<file path="config.mk">
export PLATFORM = sky130hd
export DESIGN_NAME = ifront_top
export DESIGN_NICKNAME = d
export VERILOG_FILES = /design/src/rtl/ifront_pkg.sv /design/src/rtl/ifront_fetch.sv /design/src/rtl/ifront_ibuf.sv /design/src/rtl/ifront_decode.sv /design/src/rtl/ifront_agen.sv /design/src/rtl/ifront_top.sv
export SDC_FILE = /design/constraint.sdc
export NUM_CORES = 1
export LEC_CHECK = 0
export CORE_ASPECT_RATIO = 1.5
export CORE_UTILIZATION = 60
export DETAILED_ROUTE_END_ITERATION = 8
export DONT_BUFFER_PORTS = 1
export PLACE_DENSITY = 0.76
export SLEW_MARGIN = 20
export SYNTH_ARGS = -nofsm -noshare
export SYNTH_HDL_FRONTEND = slang
export SYNTH_SLANG_ARGS = --single-unit
</file>
<file path="constraint.sdc">
create_clock -name clk_i -period 5.4 [get_ports clk_i]
set_clock_uncertainty 0.1 [all_clocks]
set_input_delay 1.08 -clock clk_i [delete_from_list [all_inputs] [get_ports clk_i]]
set_output_delay 1.08 -clock clk_i [all_outputs]
set_load 0.01 [all_outputs]
</file>
<file path="src/rtl/ifront_pkg.sv">
package ifront_pkg;
  typedef logic [31:0] word_t;
  typedef enum logic [1:0] {CLS_FX, CLS_FL, CLS_BR} cls_e;
  typedef struct packed {
    cls_e        cls;
    logic        mem_op;
    logic        cond;
    logic [15:0] imm;
  } dec_t;

  function automatic dec_t decode_word(word_t w);
    dec_t d;
    d.cls    = w[31] ? CLS_BR : (w[30] ? CLS_FL : CLS_FX);
    d.mem_op = !w[31] && w[29];
    d.cond   = w[31] && w[29];
    d.imm    = w[15:0];
    return d;
  endfunction
endpackage

</file>
<file path="src/rtl/ifront_fetch.sv">
module ifront_fetch #(
  parameter int ADDR_W = 16,
  parameter int BUF_WORDS = 16,
  parameter logic [ADDR_W-1:0] RESET_ADDR = '0
) (
  input  logic                          clk_i,
  input  logic                          rst_ni,
  input  logic [$clog2(BUF_WORDS+1)-1:0] buf_cnt_i,
  input  logic                          lock_i,
  input  logic                          flush_i,
  input  logic [ADDR_W-1:0]             redirect_i,
  input  logic                          fill_valid_i,
  output logic                          req_o,
  output logic [ADDR_W-1:0]             addr_o,
  output logic                          accept_fill_o
);
  localparam int CNT_W = $clog2(BUF_WORDS+1);

  logic [CNT_W-1:0]  inflight_q, drop_q, live;
  logic [ADDR_W-1:0] pc_q;
  logic              room;

  assign live = inflight_q - drop_q;

  // credit check: buffered words plus words still owed by memory
  always_comb begin
    room = (int'(buf_cnt_i) + 2 * int'(live) + 2) <= BUF_WORDS;
  end

  assign req_o         = room && !lock_i && !flush_i;
  assign addr_o        = pc_q;
  assign accept_fill_o = fill_valid_i && (drop_q == '0);

  always_ff @(posedge clk_i or negedge rst_ni) begin
    if (!rst_ni) begin
      pc_q       <= RESET_ADDR;
      inflight_q <= '0;
      drop_q     <= '0;
    end else begin
      inflight_q <= inflight_q + CNT_W'(req_o) - CNT_W'(fill_valid_i);
      if (flush_i) begin
        drop_q <= inflight_q - CNT_W'(fill_valid_i);
        pc_q   <= {redirect_i[ADDR_W-1:3], 3'b000};
      end else begin
        if (fill_valid_i && drop_q != '0) drop_q <= drop_q - CNT_W'(1);
        if (req_o) pc_q <= pc_q + ADDR_W'(8);
      end
    end
  end

  AST_OCCUPANCY_BOUND: assert property (@(posedge clk_i) disable iff (!rst_ni)
    (int'(buf_cnt_i) + 2 * int'(live)) <= BUF_WORDS);
  AST_PC_ALIGNED: assert property (@(posedge clk_i) disable iff (!rst_ni)
    $past(flush_i) |-> (pc_q[2:0] == 3'b000));
endmodule

</file>
<file path="src/rtl/ifront_ibuf.sv">
module ifront_ibuf #(
  parameter int BUF_WORDS = 16
) (
  input  logic                          clk_i,
  input  logic                          rst_ni,
  input  logic                          flush_i,
  input  logic                          push2_i,
  input  logic [63:0]                   data_i,
  input  logic                          pop_i,
  output logic [31:0]                   head_o,
  output logic                          empty_o,
  output logic [$clog2(BUF_WORDS+1)-1:0] cnt_o
);
  localparam int PTR_W = $clog2(BUF_WORDS);
  localparam int CNT_W = $clog2(BUF_WORDS+1);

  logic [31:0]      mem_q [BUF_WORDS];
  logic [PTR_W-1:0] wp_q, rp_q;
  logic [CNT_W-1:0] cnt_q;

  always_ff @(posedge clk_i) begin
    if (push2_i) begin
      mem_q[wp_q]               <= data_i[31:0];
      mem_q[wp_q + PTR_W'(1)]   <= data_i[63:32];
    end
  end

  always_ff @(posedge clk_i or negedge rst_ni) begin
    if (!rst_ni) begin
      wp_q  <= '0;
      rp_q  <= '0;
      cnt_q <= '0;
    end else if (flush_i) begin
      wp_q  <= '0;
      rp_q  <= '0;
      cnt_q <= '0;
    end else begin
      if (push2_i) wp_q <= wp_q + PTR_W'(2);
      if (pop_i)   rp_q <= rp_q + PTR_W'(1);
      cnt_q <= cnt_q + (push2_i ? CNT_W'(2) : '0) - CNT_W'(pop_i);
    end
  end

  assign head_o  = mem_q[rp_q];
  assign empty_o = (cnt_q == '0);
  assign cnt_o   = cnt_q;

  AST_IBUF_NO_OVERFLOW: assert property (@(posedge clk_i) disable iff (!rst_ni)
    push2_i |-> (int'(cnt_q) + 2 - int'(pop_i)) <= BUF_WORDS);
  AST_IBUF_NO_UNDERFLOW: assert property (@(posedge clk_i) disable iff (!rst_ni)
    pop_i |-> cnt_q != '0);
endmodule

</file>
<file path="src/rtl/ifront_decode.sv">
module ifront_decode
  import ifront_pkg::*;
#(
  parameter int ADDR_W = 16
) (
  input  logic              clk_i,
  input  logic              rst_ni,
  input  word_t             head_i,
  input  logic              empty_i,
  input  logic              fx_full_i,
  input  logic              fl_full_i,
  input  logic              resolve_valid_i,
  input  logic              resolve_taken_i,
  output logic              pop_o,
  output logic              fx_push_o,
  output logic              fl_push_o,
  output word_t             disp_o,
  output logic              agen_req_o,
  output logic [ADDR_W-1:0] agen_addr_o,
  output logic              flush_o,
  output logic [ADDR_W-1:0] redirect_o,
  output logic              lock_o
);
  logic              x_valid_q, d_valid_q, lock_q;
  word_t             x_word_q, d_word_q;
  logic [ADDR_W-1:0] lock_tgt_q;
  dec_t              d;
  logic              is_br, tgt_full, fire, br_flush, res_flush, d_ready, x_ready;

  assign d        = decode_word(d_word_q);
  assign is_br    = (d.cls == CLS_BR);
  assign tgt_full = (d.cls == CLS_FL) ? fl_full_i : fx_full_i;
  assign fire     = d_valid_q && !lock_q && (is_br || !tgt_full);

  assign br_flush  = fire && is_br && !d.cond;
  assign res_flush = lock_q && resolve_valid_i && resolve_taken_i;
  assign flush_o   = br_flush || res_flush;
  assign redirect_o = res_flush ? lock_tgt_q : ADDR_W'(d.imm);

  assign d_ready = !d_valid_q || fire;
  assign x_ready = !x_valid_q || d_ready;
  assign pop_o   = !empty_i && x_ready && !flush_o;

  assign fx_push_o   = fire && (d.cls == CLS_FX);
  assign fl_push_o   = fire && (d.cls == CLS_FL);
  assign disp_o      = d_word_q;
  assign agen_req_o  = fire && d.mem_op;
  assign agen_addr_o = ADDR_W'(d.imm);
  assign lock_o      = lock_q;

  always_ff @(posedge clk_i or negedge rst_ni) begin
    if (!rst_ni) begin
      x_valid_q  <= 1'b0;
      d_valid_q  <= 1'b0;
      x_word_q   <= '0;
      d_word_q   <= '0;
      lock_q     <= 1'b0;
      lock_tgt_q <= '0;
    end else begin
      if (flush_o) begin
        x_valid_q <= 1'b0;
        d_valid_q <= 1'b0;
      end else begin
        if (d_ready) begin
          d_valid_q <= x_valid_q;
          d_word_q  <= x_word_q;
        end
        if (x_ready) begin
          x_valid_q <= pop_o;
          x_word_q  <= head_i;
        end
      end
      // resolve only counts while a branch is pending
      if (lock_q && resolve_valid_i) begin
        lock_q <= 1'b0;
      end else if (fire && is_br && d.cond) begin
        lock_q     <= 1'b1;
        lock_tgt_q <= ADDR_W'(d.imm);
      end
    end
  end

  AST_STALL_HOLDS: assert property (@(posedge clk_i) disable iff (!rst_ni)
    (d_valid_q && !fire && !flush_o) |=> (d_valid_q && $stable(d_word_q)));
  AST_LOCK_RELEASE: assert property (@(posedge clk_i) disable iff (!rst_ni)
    (lock_q && resolve_valid_i) |=> !lock_q);
  AST_BR_NOT_SENT: assert property (@(posedge clk_i) disable iff (!rst_ni)
    (fx_push_o || fl_push_o) |-> !disp_o[31]);
endmodule

</file>
<file path="src/rtl/ifront_agen.sv">
module ifront_agen #(
  parameter int ADDR_W = 16
) (
  input  logic              clk_i,
  input  logic              rst_ni,
  input  logic              req_i,
  input  logic [ADDR_W-1:0] addr_i,
  output logic              valid_o,
  output logic [ADDR_W-1:0] addr_o
);
  always_ff @(posedge clk_i or negedge rst_ni) begin
    if (!rst_ni) begin
      valid_o <= 1'b0;
      addr_o  <= '0;
    end else begin
      valid_o <= req_i;
      if (req_i) addr_o <= addr_i;
    end
  end

  AST_OPREF_AFTER_DISPATCH: assert property (@(posedge clk_i) disable iff (!rst_ni)
    valid_o |-> $past(req_i));
endmodule

</file>
<file path="src/rtl/ifront_top.sv">
module ifront_top
  import ifront_pkg::*;
#(
  parameter int ADDR_W = 16,
  parameter int BUF_BYTES = 64,
  parameter logic [ADDR_W-1:0] RESET_ADDR = '0
) (
  input  logic              clk_i,
  input  logic              rst_ni,
  output logic              fetch_req_o,
  output logic [ADDR_W-1:0] fetch_addr_o,
  input  logic              fill_valid_i,
  input  logic [63:0]       fill_data_i,
  input  logic              fx_full_i,
  input  logic              fl_full_i,
  output logic              fx_push_o,
  output logic              fl_push_o,
  output logic [31:0]       disp_instr_o,
  output logic              opref_valid_o,
  output logic [ADDR_W-1:0] opref_addr_o,
  input  logic              resolve_valid_i,
  input  logic              resolve_taken_i
);
  localparam int BUF_WORDS = BUF_BYTES / 4;
  localparam int CNT_W = $clog2(BUF_WORDS+1);

  logic [CNT_W-1:0]  buf_cnt;
  logic              lock, flush, accept_fill, pop, empty, agen_req;
  logic [ADDR_W-1:0] redirect, agen_addr;
  word_t             head;

  ifront_fetch #(.ADDR_W(ADDR_W), .BUF_WORDS(BUF_WORDS), .RESET_ADDR(RESET_ADDR)) u_fetch (
    .clk_i, .rst_ni,
    .buf_cnt_i     (buf_cnt),
    .lock_i        (lock),
    .flush_i       (flush),
    .redirect_i    (redirect),
    .fill_valid_i,
    .req_o         (fetch_req_o),
    .addr_o        (fetch_addr_o),
    .accept_fill_o (accept_fill)
  );

  ifront_ibuf #(.BUF_WORDS(BUF_WORDS)) u_ibuf (
    .clk_i, .rst_ni,
    .flush_i (flush),
    .push2_i (accept_fill && !flush),
    .data_i  (fill_data_i),
    .pop_i   (pop),
    .head_o  (head),
    .empty_o (empty),
    .cnt_o   (buf_cnt)
  );

  ifront_decode #(.ADDR_W(ADDR_W)) u_decode (
    .clk_i, .rst_ni,
    .head_i          (head),
    .empty_i         (empty),
    .fx_full_i, .fl_full_i,
    .resolve_valid_i, .resolve_taken_i,
    .pop_o           (pop),
    .fx_push_o, .fl_push_o,
    .disp_o          (disp_instr_o),
    .agen_req_o      (agen_req),
    .agen_addr_o     (agen_addr),
    .flush_o         (flush),
    .redirect_o      (redirect),
    .lock_o          (lock)
  );

  ifront_agen #(.ADDR_W(ADDR_W)) u_agen (
    .clk_i, .rst_ni,
    .req_i   (agen_req),
    .addr_i  (agen_addr),
    .valid_o (opref_valid_o),
    .addr_o  (opref_addr_o)
  );

  AST_NO_FETCH_LOCKED: assert property (@(posedge clk_i) disable iff (!rst_ni)
    lock |-> !fetch_req_o);
  AST_FX_FULL_RESPECTED: assert property (@(posedge clk_i) disable iff (!rst_ni)
    fx_push_o |-> !fx_full_i);
  AST_FL_FULL_RESPECTED: assert property (@(posedge clk_i) disable iff (!rst_ni)
    fl_push_o |-> !fl_full_i);
  AST_ONE_QUEUE: assert property (@(posedge clk_i) disable iff (!rst_ni)
    $onehot0({fx_push_o, fl_push_o}));
endmodule

</file>
==> out/summary.txt, run 1 <==
Initial core utilization: 0.6064
Logic pwr share: 0.345
Reg power frac: 0.401
Critical Path Fanout Max: 11
Seq/Total Area, Yosys: 0.6216
WS Path Type: register to output port
Fmax: 201.2 MHz
Die Ht: 276.1 um
Cell Area, Synth: 0.03005 mm2
GRT Resource Usage Total: 0.2718
Seq cells post-synth: 644
Die ar.: 0.05100 mm2
Total CTS buffers: 58
Grt met1 use: 0.3272
Cell-internal power: 0.01089 W
TritonCTS clock tree: done
Hold WC Path Type: primary input to async pin
Worst-Skew Late Latency: 600 ps
CTS Root Cell: clkbuf_16
Htree depth: 2
Vias in the first global route: 17930
Cts hold-fix bufs: 0
Required time of the critical path: 4220 ps
P_sw: 0.005798 W
Pleak: 11.67 nW
Net Sw Frac: 0.3474
Sink Count: 644
Relative max-transition margin: 0.2593
Cts repair resizes: 0
VDD IR-drop max: 0.8268 mV
Outcome: finished clean
Met2 Track Usage GR: 0.4779
Initial drt markers: 1400
Period utilization: 0.9206
Arr. time, crit path: 3790 ps
CP startpoint kind: register
Final setup vio count: 0
Final WL: 68.11 mm
Pwr dens: 525.7 mW/mm2
Syn. warnings: 0
Top post-synthesis cells by count: nand2_1 (576), edfxtp_1 (512), clkbuf_1 (368)
Syn_area_per_cell: 12.52 um2
Worst-Margin Slew: 1111 ps
Multi-input logic area: 0.009681 mm2
Unrepaired setup endpoints after global routing: no
Routed vias: 17610
First-pass GRT wire length: 103.8 mm
GRT Max-Usage Layer: met2
Vias/cell: 6.277
FILL cells: 3547
Top-area cell type share of the netlist area: 0.5117
FF+latch area: 0.01868 mm2
Synth async-reset ratio: 0.2050
DRC: 0
Post-layout minimum cycle time: 4971 ps
Area leader, netlist: edfxtp_1
Clk pwr share: 0.255
Initial antenna violation count: 0
Most frequent cell after synthesis: nand2_1
DR WL/cell: 24.27 um
Clk buf depth: 3
Antenna viol nets, final: 0
Placer Congestion: 0.8498
PortBufs: 0
Layout cell share with drive strength beyond 1: 0.1779
Die Width: 184.7 um
# nets final: 2199
Design Power: 0.01669 W
Met3 Usage GRT: 0.04228
Top FF cell, synth: edfxtp_1
Worst-path clk slew: 60 ps
Setup_tns: 0 ps
Post-DP HPWL: 40.30 mm
Cells after synthesis: 2400
Row count: 100
Max-slew violations: 0
Endpoint class of the critical path: output port
Core Box Area: 0.04955 mm2
Post-CTS setup buffers: 0
Final hold violations: 0
Largest net degree at the start of global routing: 133
Top post-synthesis cells by area: edfxtp_1 (51%), dfrtp_1 (11%), nand2_1 (7.2%)
1st-pass router iterations: 5
Number of flops mapped to enable cells by yosys: 512
Netlist cell types: 64
Max_cap viols: 0
Synthesis-to-finish area growth: 5.659%
Grt total ovfl: 0
Boundary Pins: 139
cell usage in the layout (no fill, tap or decap), drive strengths merged, types with 7 or more instances in the layout:
master and n:
o21ai 42, mux4 64, bufinv 8, o31ai 8, buf 46, edfxtp 512
a21oi 15, mux2 173, a211oi 9, and3 13, ha 29, nor2 38
nor4 7, xor2 8, o221ai 96, a31oi 7, dfrtp 132, xnor2 15
and2 7, clkbuf 81, nand3 20, inv 31, clkinv 18, mux2i 130
nand2 576
sequential cells by signal, summed over array words and instances (netlist names), 3 cells and up:
register / cells
u_decode.disp_o: 32
u_decode.lock_tgt_q: 13
u_ibuf.wp_q: 3
u_fetch.inflight_q: 5
u_decode.x_word_q: 32
u_fetch.drop_q: 5
u_ibuf.cnt_o: 5
u_fetch.addr_o: 13
u_agen.addr_o: 16
u_ibuf.rp_q: 4
u_ibuf.mem_q: 512
final timing paths:
check	startpoint	endpoint	slack (ps)	cells after the start
max	u_fetch.drop_q[0]$_DFFE_PN0P_	fetch_req_o	430	11
min	rst_ni	u_decode.x_word_q[0]$_DFFE_PN0P_	90	0
max reg2reg	u_fetch.drop_q[0]$_DFFE_PN0P_	u_fetch.inflight_q[4]$_DFF_PN0_	750	19
min reg2reg	u_decode.x_word_q[8]$_DFFE_PN0P_	u_decode.x_word_q[8]$_DFFE_PN0P_	380	2
max in group asynchronous	rst_ni	u_decode.x_word_q[20]$_DFFE_PN0P_	4830	0
min in group clk_i	u_decode.x_word_q[8]$_DFFE_PN0P_	u_decode.x_word_q[8]$_DFFE_PN0P_	380	2
layer usage:
metal,vias up,part of all wire
met4,0,0.046
met1,8880,0.36
li1,7802,-
met5,-,0
met2,730,0.52
met3,200,0.076
cell families after synthesis:
group | Yosys count | synth area share
fa+ha+maj | 33 | 0.01474
buf+inv | 446 | 0.05900
simple gates | 695 | 0.09440
xor+xnor | 23 | 0.006704
compound gates | 191 | 0.04730
mux | 367 | 0.1561
flops | 644 | 0.6216
other cells | 1 | 0.0001248
cell type report:
cell class / count / share of cell area
multi-input combinational: 1312 / 0.3049
antenna: 1 / 0.00007882
timing repair buffer: 46 / 0.01482
inverter: 33 / 0.003902
sequential: 644 / 0.5885
tap: 663 / 0.02613
clock inverter: 26 / 0.01103
clock buffer: 81 / 0.05064
worst max-delay path: stages (launching register included):
cell	delay [ps]
dfrtp_1	420
ha_1	240
fa_1	400
xnor2_1	220
ha_1	320
a21oi_1	280
a21oi_1	160
or3_4	380
a31oi_2	180
buf_4	210
and3_2	230
and2_1	180
power groups by stage:
stage / clock network [W] / logic (W) / registers (W)
final: 0.00425 / 0.00575 / 0.00669
after CTS: 0.00429 / 0.00577 / 0.00669
after global placement: 0 / 0.00552 / 0.00677
after detailed placement: 0 / 0.00574 / 0.00680
after global routing: 0.00446 / 0.00634 / 0.00676
after floorplan: 0 / 0.00477 / 0.00643
metrics by stage:
stage	setup WS [ps]	std cells	hold slack, ps	util	area (um2)
detailed placement	798.6	2698	364.6	0.6012	29790
global route	201.4	2805	65.94	0.6407	31750
CTS	425.9	2805	53.07	0.6407	31750
finish	428.7	2806	86.72	0.6408	31750
floorplan	750.6	2402	344.4	-	30060
global placement	877.8	2698	358.4	0.6012	29790
Note: power is estimated with default switching activity, not from simulation.
==> run 2: changes to the inputs <==
--- a/config.mk
+++ b/config.mk
@@ -5,6 +5,7 @@
 export SDC_FILE = /design/constraint.sdc
 export NUM_CORES = 1
 export LEC_CHECK = 0
+export ABC_CLOCK_PERIOD_IN_PS = 5400
 export CORE_ASPECT_RATIO = 1.5
 export CORE_UTILIZATION = 60
 export DETAILED_ROUTE_END_ITERATION = 8
==> results of run 2 <==
Final layout, timing and power as in run 1 (identical DEF).
==> run 3: changes to the inputs <==
--- a/config.mk
+++ b/config.mk
@@ -5,9 +5,10 @@
 export SDC_FILE = /design/constraint.sdc
 export NUM_CORES = 1
 export LEC_CHECK = 0
-export ABC_CLOCK_PERIOD_IN_PS = 5400
+export ABC_CLOCK_PERIOD_IN_PS = 6400
 export CORE_ASPECT_RATIO = 1.5
 export CORE_UTILIZATION = 60
+export CTS_CLUSTER_DIAMETER = 150
 export DETAILED_ROUTE_END_ITERATION = 8
 export DONT_BUFFER_PORTS = 1
 export PLACE_DENSITY = 0.76
==> constraint.sdc (replaced) <==
create_clock -name clk_i -period 6.4 [get_ports clk_i]
set_clock_uncertainty 0.1 [all_clocks]
set_input_delay 1.28 -clock clk_i [delete_from_list [all_inputs] [get_ports clk_i]]
set_output_delay 1.28 -clock clk_i [all_outputs]
set_load 0.01 [all_outputs]
==> run 3 against run 2 <==
  * Clock power is 16% lower
  * Routed wire length is 0.14% higher
  * Largest cell class unchanged
  * Register-to-register slack better by 750 ps
  * Global-route usage is 0.052 points lower
  * Sequential power is 16% lower
  * Critical path depth is 1 lower
  * Setup slack better by 560 ps
  * Final area is 0.45% lower
  * Non-clock buffer count is 14 lower
  * Highest routed layer unchanged
  * Clock-buffer cell count is 4 lower
  * Die area stayed put
==> out/summary.txt, run 3 (same netlist as run 1, synthesis figures left out) <==
Post-layout minimum cycle time: 5409 ps
Reg power frac: 0.398 (-0.003)
Max_cap viols: 0 (unchanged)
Die ar.: 0.05100 mm2 (unchanged)
Vias/cell: 6.297 (+0.33%)
Die Width: 184.7 um (unchanged)
Worst-Margin Slew: 1124 ps (+13.22 ps)
# nets final: 2185 (-0.64%)
DRC: 0 (unchanged)
Boundary Pins: 139 (unchanged)
DR WL/cell: 24.42 um (+0.60%)
Routed vias: 17590 (-0.14%)
Fmax: 184.9 MHz
P_sw: 0.004994 W (-14%)
Largest net degree at the start of global routing: 133 (unchanged)
GRT Resource Usage Total: 0.2713 (-0.0005194)
Critical Path Fanout Max: 11 (unchanged)
Final Util: 0.6379 (-0.002904)
Arr. time, crit path: 4030 ps (+240 ps)
Total CTS buffers: 58 (unchanged)
Final hold violations: 0 (unchanged)
Post-DP HPWL: 40.67 mm (+0.92%)
PortBufs: 0 (unchanged)
Initial drt markers: 1611 (+15%)
Clk buf depth: 3 (unchanged)
Worst stage delay on the critical path: 510 ps (+90 ps)
Worst-Skew Late Latency: 600 ps (about the same)
First-pass GRT wire length: 104.1 mm (+0.25%)
Cell seen most often among critical-path stages: fa_1
Initial antenna violation count: 0 (unchanged)
Max-slew violations: 0 (unchanged)
Commonest non-fill, non-tap cell in the layout: nand2_1
Outcome: finished clean
Hold WC Path Type: primary input to async pin
Grt total ovfl: 0 (unchanged)
FF+latch area: 0.01868 mm2 (unchanged)
Relative max-transition margin: 0.2478 (-0.01147)
Cts hold-fix bufs: 0 (unchanged)
Core Box Area: 0.04955 mm2 (unchanged)
Pleak: 11.59 nW (-0.71%)
Sink Count: 644 (unchanged)
1st-pass router iterations: 6 (+1)
CP Cell Sequence: ha_1 -> fa_1 -> inv_1 -> fa_1 -> xor2_1 -> and2b_1 -> or3_4 -> a31oi_2 -> and3_2 -> and2_1
Htree depth: 2 (unchanged)
Die Ht: 276.1 um (unchanged)
CP startpoint kind: register
Met3 Usage GRT: 0.04597 (+0.003688)
TritonCTS clock tree: done
Largest Register: u_ibuf.mem_q
FILL cells: 3578 (+0.87%)
Cell-internal power: 0.009128 W (-16%)
Placer Congestion: 0.8605 (+1.3%)
Worst path top cell family by delay: adder cells
Pwr dens: 446.8 mW/mm2 (-15%)
Setup_tns: 0 ps (unchanged)
Worst path bufs/invs: 1 (unchanged)
Antenna viol nets, final: 0 (unchanged)
Multi-input logic area: 0.009681 mm2 (unchanged)
Cts repair resizes: 0 (unchanged)
CTS Root Cell: clkbuf_16
VDD IR-drop max: 0.4986 mV (-40%)
N_diodes: 0 (-1)
Period utilization: 0.8452
Final setup vio count: 0 (unchanged)
Unrepaired setup endpoints after global routing: no
Net Sw Frac: 0.3536 (+0.006205)
Most frequent cells in the layout: nand2_1 (574), edfxtp_1 (512), mux2_2 (147)
Max reg flops: 512 (unchanged)
Post-CTS setup buffers: 0 (unchanged)
GRT Max-Usage Layer: met2
Row count: 100 (unchanged)
Layout cell share with drive strength beyond 1: 0.1756 (-0.002284)
Final WL: 68.21 mm (+0.14%)
WS Path Type: register to output port
Clk pwr share: 0.253 (-0.002)
Worst-path clk slew: 70 ps (about the same)
Vias in the first global route: 17880 (-0.26%)
Logic pwr share: 0.349 (+0.004)
Initial core utilization: 0.6064 (unchanged)
Max stage delay cell, worst path: a31oi_2
Required time of the critical path: 5020 ps (+800 ps)
Met2 Track Usage GR: 0.4789 (+0.0009676)
Synthesis-to-finish area growth: 5.180%
Grt met1 use: 0.3282 (+0.0009380)
Endpoint class of the critical path: output port
[run 3: worst reg2reg max path, stage by stage, from the launching register on]
cell and delay, ps:
dfrtp_1 430, ha_1 250, fa_1 490, inv_1 70, fa_1 440, xor2_1 200, and2b_1 210, or3_4 330
a31oi_2 510, and3_2 310, nand2_1 70, ha_1 320, inv_1 40, ha_1 200, fa_1 410, a21oi_1 160
nor2_1 50, nor2_1 110, xnor2_1 130
[run 3: final cells by class]
type,count,share of cell area
Sequential cell,644,0.5912
Multi-Input combinational cell,1312,0.3063
Clock buffer,77,0.05075
Tap cell,663,0.02625
Clock inverter,32,0.01140
Timing Repair Buffer,32,0.01021
Inverter,33,0.003919
[run 3: final timing paths]
kind / from / endpoint / slack [ps] / cells past startpoint
setup / recovery: u_fetch.drop_q[0]$_DFFE_PN0P_ / fetch_req_o / 990 / 10
setup reg to reg: u_fetch.drop_q[0]$_DFFE_PN0P_ / u_fetch.inflight_q[4]$_DFF_PN0_ / 1500 / 18
max in group asynchronous: rst_ni / u_decode.x_word_q[18]$_DFFE_PN0P_ / 5660 / 0
hold / removal: rst_ni / u_decode.disp_o[2]$_DFFE_PN0P_ / 270 / 0
hold reg to reg: u_decode.x_word_q[11]$_DFFE_PN0P_ / u_decode.x_word_q[11]$_DFFE_PN0P_ / 380 / 2
min in group clk_i: u_decode.x_word_q[11]$_DFFE_PN0P_ / u_decode.x_word_q[11]$_DFFE_PN0P_ / 380 / 2
[run 3: power groups by stage]
stage               sequential [W]  clock (W)  combinational [W]
finish                     0.00562    0.00357            0.00493
global route               0.00568    0.00376            0.00536
CTS                        0.00562    0.00361            0.00490
detailed placement         0.00570          0            0.00486
global placement           0.00568          0            0.00468
floorplan                  0.00542          0            0.00403
[run 3: metal layers]
| layer | part of all wire | vias to the layer above | wire length [um] |
|---|---|---|---|
| met5 | 0 | - | 0 |
| met4 | 0.039 | 0 | 2681 |
| met3 | 0.073 | 167 | 4974 |
| met2 | 0.52 | 733 | 35610 |
| met1 | 0.37 | 8906 | 24940 |
| li1 | - | 7782 | - |
[run 3: metrics by stage]
stage	worst slack, ps	power, W	cells	instance area [um2]	hold slack (ps)
global placement	1474	0.01036	2683	29610	356.3
CTS	997.8	0.01413	2792	31580	250.5
detailed placement	1362	0.01057	2683	29610	368.4
finish	990.7	0.01412	2793	31600	268.6
floorplan	1551	0.009449	2402	30060	344.4
global route	869.3	0.01479	2793	31600	248.8
